**src/rtl/smag_mul_pkg.sv**
```systemverilog
package smag_mul_pkg;

    localparam int unsigned SMUL_WIDTH_DEFAULT = 32;

    // bits needed to hold an iteration count from 0 up to w
    function automatic int unsigned smul_cnt_bits(input int unsigned w);
        return $clog2(w + 1);
    endfunction

endpackage

```
**src/rtl/smag_mul_cond.sv**
```systemverilog
// Operand conditioning: magnitudes plus the sign the product must carry.
module smag_mul_cond #(
    parameter int unsigned WIDTH = 32
) (
    input  logic [WIDTH-1:0] raw_a,
    input  logic [WIDTH-1:0] raw_b,
    output logic [WIDTH-1:0] mag_a,
    output logic [WIDTH-1:0] mag_b,
    output logic             neg
);
    logic sign_a;
    logic sign_b;

    always_comb begin
        sign_a = raw_a[WIDTH-1];
        sign_b = raw_b[WIDTH-1];
        // the most negative value maps onto itself, which is the correct
        // magnitude modulo 2**WIDTH
        mag_a  = sign_a ? (~raw_a + 1'b1) : raw_a;
        mag_b  = sign_b ? (~raw_b + 1'b1) : raw_b;
        neg    = sign_a ^ sign_b;
    end
endmodule

```
**src/rtl/smag_mul_step.sv**
```systemverilog
// One MSB-first shift-and-add iteration.
module smag_mul_step #(
    parameter int unsigned WIDTH = 32
) (
    input  logic [WIDTH-1:0] acc,
    input  logic [WIDTH-1:0] mplier,
    input  logic [WIDTH-1:0] mcand,
    output logic [WIDTH-1:0] acc_nx,
    output logic [WIDTH-1:0] mplier_nx
);
    logic [WIDTH-1:0] acc_dbl;

    always_comb begin
        acc_dbl   = {acc[WIDTH-2:0], 1'b0};
        acc_nx    = mplier[WIDTH-1] ? (acc_dbl + mcand) : acc_dbl;
        mplier_nx = {mplier[WIDTH-2:0], 1'b0};
    end
endmodule

```
**src/rtl/smag_mul_fix.sv**
```systemverilog
// Final sign fix-up of the accumulated magnitude.
module smag_mul_fix #(
    parameter int unsigned WIDTH = 32
) (
    input  logic [WIDTH-1:0] mag,
    input  logic             neg,
    output logic [WIDTH-1:0] word
);
    always_comb begin
        word = neg ? (~mag + 1'b1) : mag;
    end
endmodule

```
**src/rtl/smag_mul.sv**
```systemverilog
module smag_mul
    import smag_mul_pkg::*;
#(
    parameter int unsigned WIDTH = SMUL_WIDTH_DEFAULT
) (
    input  logic             clk,
    input  logic             rst,
    input  logic             start,
    input  logic [WIDTH-1:0] op_a,
    input  logic [WIDTH-1:0] op_b,
    output logic             busy,
    output logic             done,
    output logic [WIDTH-1:0] result
);
    localparam int unsigned CNT_W = smul_cnt_bits(WIDTH);

    typedef struct packed {
        logic             busy;
        logic             done;
        logic             neg;
        logic [CNT_W-1:0] cnt;
        logic [WIDTH-1:0] mplier;
        logic [WIDTH-1:0] mcand;
        logic [WIDTH-1:0] acc;
        logic [WIDTH-1:0] res;
    } smul_state_t;

    smul_state_t st_d;
    smul_state_t st_q;

    logic [WIDTH-1:0] mag_a;
    logic [WIDTH-1:0] mag_b;
    logic             neg_in;
    logic [WIDTH-1:0] acc_step;
    logic [WIDTH-1:0] mplier_step;
    logic [WIDTH-1:0] signed_word;

    smag_mul_cond #(.WIDTH(WIDTH)) u_cond (
        .raw_a (op_a),
        .raw_b (op_b),
        .mag_a (mag_a),
        .mag_b (mag_b),
        .neg   (neg_in)
    );

    smag_mul_step #(.WIDTH(WIDTH)) u_step (
        .acc       (st_q.acc),
        .mplier    (st_q.mplier),
        .mcand     (st_q.mcand),
        .acc_nx    (acc_step),
        .mplier_nx (mplier_step)
    );

    smag_mul_fix #(.WIDTH(WIDTH)) u_fix (
        .mag  (acc_step),
        .neg  (st_q.neg),
        .word (signed_word)
    );

    always_comb begin
        st_d      = st_q;
        st_d.done = 1'b0;
        if (!st_q.busy) begin
            if (start) begin
                st_d.busy   = 1'b1;
                st_d.neg    = neg_in;
                st_d.mplier = mag_a;
                st_d.mcand  = mag_b;
                st_d.acc    = '0;
                st_d.cnt    = CNT_W'(WIDTH);
            end
        end else begin
            // a start strobe here has no effect
            st_d.acc    = acc_step;
            st_d.mplier = mplier_step;
            st_d.cnt    = st_q.cnt - 1'b1;
            if (st_q.cnt == CNT_W'(1)) begin
                st_d.busy = 1'b0;
                st_d.done = 1'b1;
                st_d.res  = signed_word;
            end
        end
    end

    always_ff @(posedge clk) begin
        if (rst) begin
            st_q <= '0;
        end else begin
            st_q <= st_d;
        end
    end

    assign busy   = st_q.busy;
    assign done   = st_q.done;
    assign result = st_q.res;

    // an idle start launches an operation
    a_r2_start_launches: assert property (@(posedge clk) disable iff (rst)
        (start && !busy) |=> busy);

    // a start while running leaves the iteration count on its path
    a_r3_busy_start_ignored: assert property (@(posedge clk) disable iff (rst)
        (start && busy && st_q.cnt > CNT_W'(1)) |=> (busy && st_q.cnt == $past(st_q.cnt) - 1'b1));

    // count stays in range while running
    a_r4_cnt_range: assert property (@(posedge clk) disable iff (rst)
        busy |-> (st_q.cnt != '0 && st_q.cnt <= CNT_W'(WIDTH)));

    // done appears exactly where busy falls
    a_r4_done_at_end: assert property (@(posedge clk) disable iff (rst)
        $fell(busy) |-> done);

    // done never coincides with busy
    a_r4_done_idle: assert property (@(posedge clk) disable iff (rst)
        done |-> !busy);

    // done is a single-cycle pulse
    a_r8_done_pulse: assert property (@(posedge clk) disable iff (rst)
        done |=> !done);

    // result only moves on a completion
    a_r8_result_hold: assert property (@(posedge clk) disable iff (rst)
        !done |=> (done || $stable(result)));
endmodule

```
**config.mk**
```make
export PLATFORM = sky130hd
export DESIGN_NAME = smag_mul
export DESIGN_NICKNAME = d
export VERILOG_FILES = /design/src/rtl/smag_mul_pkg.sv /design/src/rtl/smag_mul_cond.sv /design/src/rtl/smag_mul_step.sv /design/src/rtl/smag_mul_fix.sv /design/src/rtl/smag_mul.sv
export SDC_FILE = /design/constraint.sdc
export NUM_CORES = 1
export LEC_CHECK = 0
export BUFFER_PORTS_ARGS = -buffer_cell sky130_fd_sc_hd__buf_2
export CAP_MARGIN = 20
export CORE_MARGIN = 5
export CORE_UTILIZATION = 30
export DETAILED_ROUTE_END_ITERATION = 10
export GPL_TIMING_DRIVEN = 0
export PLACE_DENSITY_LB_ADDON = 0.12
export RECOVER_POWER = 25
export SYNTH_ARGS = -nofsm -noshare
export SYNTH_HDL_FRONTEND = slang
export SYNTH_SLANG_ARGS = --single-unit
export TNS_END_PERCENT = 5
```
**constraint.sdc**
```tcl
create_clock -name clk -period 5.3 [get_ports clk]
set_clock_uncertainty 0.05 [all_clocks]
set_input_delay 1.06 -clock clk [delete_from_list [all_inputs] [get_ports clk]]
set_output_delay 1.06 -clock clk [all_outputs]
set_load 0.02 [all_outputs]
```
# == Yosys cells after proc, flatten, opt, wreduce, memory -nomap -nowiden ==
# Index checks and enable logic that the tools add are counted.
# op_classes
addsub,5
eq_ne,1
n_reduce_logical,5
n_bitwise,5
mux,10
# ops
op,n
two-way mux 32 bit,4
two-way mux 102 bit,1
adder 32 x 1 -> 32 bit (second input constant),3
NOT 32 bit,3
two-way mux 38 bit,1
adder 32 bit,1
two-way mux 31 bit,1
equality test 6 x 1 -> 1 bit (second input constant),1
subtractor 6 x 1 -> 6 bit (second input constant),1
AND reduction 2 bit,2
OR reduction 2 bit,2
two-way mux 1 bit,2
two-way mux 2 bit,1
nonzero test 2 bit,1
NOT 1 bit,1
bitwise XOR 1 bit,1
# word_totals
wordCells,35
out_inout_bits,34
input_bits,67
ff_bits,136

# == Depth between registers and ports, before layout ==
# logic_depth
depth_word,5
depth_mapped,16
ltp_nobuf,13

# == Cells and area by module ==
# Synthesis repeated with hierarchy kept, for this count alone.
# hier_totals
hier_cells,1278
area_unflattened_um2,10595.2
# modules_own_cells
mod,n_inst,area_per_inst_um2,seq_area_each_um2,cells_per_inst
smag_mul,1,5923.2,2742.6,637
smag_mul_step,1,2394.8,0.0,330
smag_mul_cond,1,1500.2,0.0,212
smag_mul_fix,1,777.0,0.0,99

# == Worst setup path after synthesis ==
# Ideal clock, no wire load.
# synth_timing
path_kind,input port to flip-flop
startpoint,input port op_a[0]
endpoint,register st_q[122] in the netlist's numbering
arrival_time_ns,4.189
n_path_buf,0
path_stages,13
setup_time_ns,0.070
slack_ns,0.990
t_required_ns,5.180
cell_sequence,inv_1 > ha_1 > nand2b_1 > or4_1 > or2_1 > or3_1 > or3_1 > or3_1 > or3_4 > o41ai_2 > xor2_1 > a211o_2 > a21oi_1
# synth_via
elab_chain_cells,5
# synth_rtl
element,line_no,source
"start, declared",smag_mul.sv:9,"input logic [WIDTH-1:0] op_a,"
NOT 32 bit,smag_mul_cond.sv:19,mag_a = sign_a ? (~raw_a + 1'b1) : raw_a;
adder 32 x 1 -> 32 bit,smag_mul_cond.sv:19,
two-way mux 32 bit,smag_mul_cond.sv:19,
two-way mux 102 bit,smag_mul.sv:64,if (start) begin
two-way mux 38 bit,smag_mul.sv:63,if (!st_q.busy) begin
"end signal, assigned",smag_mul.sv:89,st_q <= st_d;
"end, declared",smag_mul.sv:29,smul_state_t st_q;
# Every way passes these cells. The select of a mux whose other input is x is not followed.
# A chain may end at the register's enable or synchronous reset.

# == Final worst setup path ==
# layout_timing
startpoint,register st_q[127] in the netlist's numbering
endpoint,"register st_q, in the netlist result[26]"
# layout_via
elab_chain_cells,4
# layout_rtl
element,line_no,source
two-way mux 32 bit (*),smag_mul_step.sv:15,acc_nx = mplier[WIDTH-1] ? (acc_dbl + mcand) : acc_dbl;
NOT 32 bit,smag_mul_fix.sv:10,word = neg ? (~mag + 1'b1) : mag;
adder 32 x 1 -> 32 bit,smag_mul_fix.sv:10,
two-way mux 32 bit (*),smag_mul_fix.sv:10,
# Mark *: on every way between the ends. The rest lies on a longest branch, timed or not.

==> metrics <==
most common library cells after synthesis 155 x nor2_1, 136 x dfxtp_1, 134 x nand2_1; # Max-Cap Violations 0; IO buf count 97; wire length of the first global-routing pass 52700 µm; number of warnings issued by yosys 0; clock transition at the registers of the reported paths 0.06 ns; average wire length per cell after detail routing 18.4 µm; clock sink count 136; total detailed-routing wirelength 33500 µm; die extent in y 188 µm; synthesized area per cell 7.44 µm²; width of the chip 188 µm; count of inserted antenna diode cells 0; headroom to the max-slew limit 0.478; CTS H-tree lvls 4; P_leak 4.25 nW; flops & latches, synth 136; number of placed I/O pins 101; arrival time of data at the critical path endpoint 4.84 ns; most instantiated flip-flop cell in the synthesis netlist dfxtp_1; Initial DRT Pass Iterations 5; worst setup path startpoint st_q[127]; synth-to-layout area growth 15.7%; most numerous cell in the Yosys netlist nor2_1; number of placement rows 65; number of buffers created by CTS 17; number of nets with antenna violations after detailed routing 0; Crit Path Max Fanout 19; non-filler cells in the finished layout 1817; part of the Yosys area used for sequential elements 0.285; Hold/Removal Path Class register to register; Post-synth EDFFs 0; dominant cell type by area after synthesis dfxtp_1; top post-synthesis cells by area dfxtp_1 28%, a21oi_1 6.2%, nor2_1 6.1%; WS Path Type register to register; crit path max-delay cell type dfxtp_1; status complete, no violations; crit path capture type register; maximum root-to-sink buffer count 2; final cycle utilization of the critical path 0.871; largest net degree at the start of global routing 17; final weighted congestion in routability-driven placement 0.934; Finish-stage setup viols 0; average via count per standard cell 5.28; ordered list of cells on the worst path buf_2, clkbuf_2, clkbuf_1, buf_2, mux2i_1, ha_1, nand3_1, nor3_1, nand2_1, nor4_1, nand3_1, nor4_2, nand2_1, mux2i_1, a31oi_1; placed cells 1787; PnR worst setup slack 0.686 ns; peak ir drop on the vdd network 216 µV; dpl ws -0.400 ns; number of setup buffers added after CTS 0; proportion of layout cells with a drive suffix above 1 0.107; total half-perimeter wirelength after legalization and detailed placement 26800 µm; # DRC 0; antenna violations before repair 0; transition time of the tightest slew-check pin 0.783 ns; CTS tree done; vias post-DR 9602; Power Dens Cells 244 nW/µm²; cell area after synthesis 9560 µm²; number of nets in the finished design 1506; Worst setup SP type register; Final Hold Fails 0; Synthesized Nets 1388; cells after synthesis 1285; Starting Density 0.304; required arrival time at the worst endpoint 5.52 ns; Tmin final 4.61 ns; start of the worst register-to-register path st_q[127]; iteration-0 DRC count of the detailed router 605; Die ar. 35500 µm²; RSZ-0062 raised after global routing no; grt ovf 0; Final TNS setup 0 ns; clock latency of the later-clocked register in the worst-skew pair 0.42 ns; number of global-route vias before repair 9465; CTS Hold Buffers Added 0; source of the worst hold timing path st_q[125]; core outline area 31500 µm²; Synth top area share 0.285; overall track demand over capacity in global routing 0.186; Max Clk Rate 217 MHz; largest incremental delay on the critical path 0.47 ns; CTS Root Buffer Type clkbuf_16; final max-slew violation count 0; number of distinct standard cells referenced by the synthesized netlist 71; Post-synth ARST share 0
## flip-flops by register name, summed over array words and instances, names as in the netlist
name    cells
done        1
result     32
st_q      102
busy        1
## layout by cell type (no fill, tap or decap), types with 5 or more instances in the layout
cell type  netlist  routed
a211o_1          8       8
a211oi_1        62      62
a21o_1          10      10
a21oi_1        119     119
a311oi_1         5       5
a31oi_1         19      19
and3_1           6       6
and4_1           5       5
buf_2            2      69
buf_4           32      32
clkbuf_1        82     119
clkbuf_16        0      17
dfxtp_1        136     136
ha_1            35      35
inv_1           32      32
mux2_2           8       8
mux2i_1         14      14
nand2_1        134     134
nand2b_1        13      13
nand3_1         21      21
nand3b_1         5       5
nand4_1         14      14
nor2_1         155     155
nor2b_1          8       8
nor3_1          43      43
nor3b_1         24      24
nor4_1          12      11
o21a_1           6       6
o21ai_0         59      59
o31ai_1         24      24
or3_1           28      28
or4_1            5       5
xnor2_1         32      32
xor2_1          59      59
## timing repair
action | in CTS | in global routing
gates resized for setup | 2 | 3
endpoints found under the setup margin | 7 | 7
hold endpoints to repair | 0 | 0
## through the flow
stage | instance area [µm²] | utilization | power (mW) | hold slack [ns]
after floorplan | 9560 | - | 1.43 | 0.382
after global placement | 10500 | 0.335 | 1.60 | 0.389
after detailed placement | 10600 | 0.336 | 1.60 | 0.396
after CTS | 11100 | 0.353 | 2.73 | 0.405
after global routing | 11100 | 0.351 | 2.83 | 0.414
final | 11100 | 0.351 | 2.70 | 0.401
## path summary, 6_finish.rpt
check / endpoint / slack, ns / cells past startpoint
worst max-delay path: result[26] / 0.69 / 15
worst min-delay path: st_q[126] / 0.40 / 2
worst max register to register: result[26] / 0.69 / 15
worst min register to register: st_q[126] / 0.40 / 2
## kinds of logic after synthesis
group,synth area share
mux,0.0241
xor+xnor,0.0834
fa+ha+maj,0.0479
buf+inv,0.0733
flops,0.285
simple gates,0.242
compound gates,0.244
## layout make-up
type	count	area [µm²]
Multi-Input combinational cell	995	6140
Inverter	32	120
Clock inverter	11	101
Clock buffer	20	437
Timing Repair Buffer	100	457
Fill cell	3415	20400
Sequential cell	136	2720
Buffer	121	581
Tap cell	402	503
## layer usage
metal,global-route usage,wire length [µm],up-vias
met5,0,0,-
met4,0.0535,716,0
met3,0.0315,1260,42
met2,0.316,15800,190
met1,0.243,15700,4552
li1,-,-,4818
## power breakdown
group | switching, mW | internal [mW]
clock | 0.479 | 0.642
combinational | 0.303 | 0.161
sequential | 0.0426 | 1.07
total | 0.826 | 1.87
## worst max-delay path: cells and delay by family (launching register included)
family          cells  cell delay (ns)
compound gates      1             0.09
fa+ha+maj           1             0.24
buf+inv             4             1.51
flops               1             0.47
mux                 2             0.55
simple gates        7             1.55
Power figures use the tool's default switching activity.
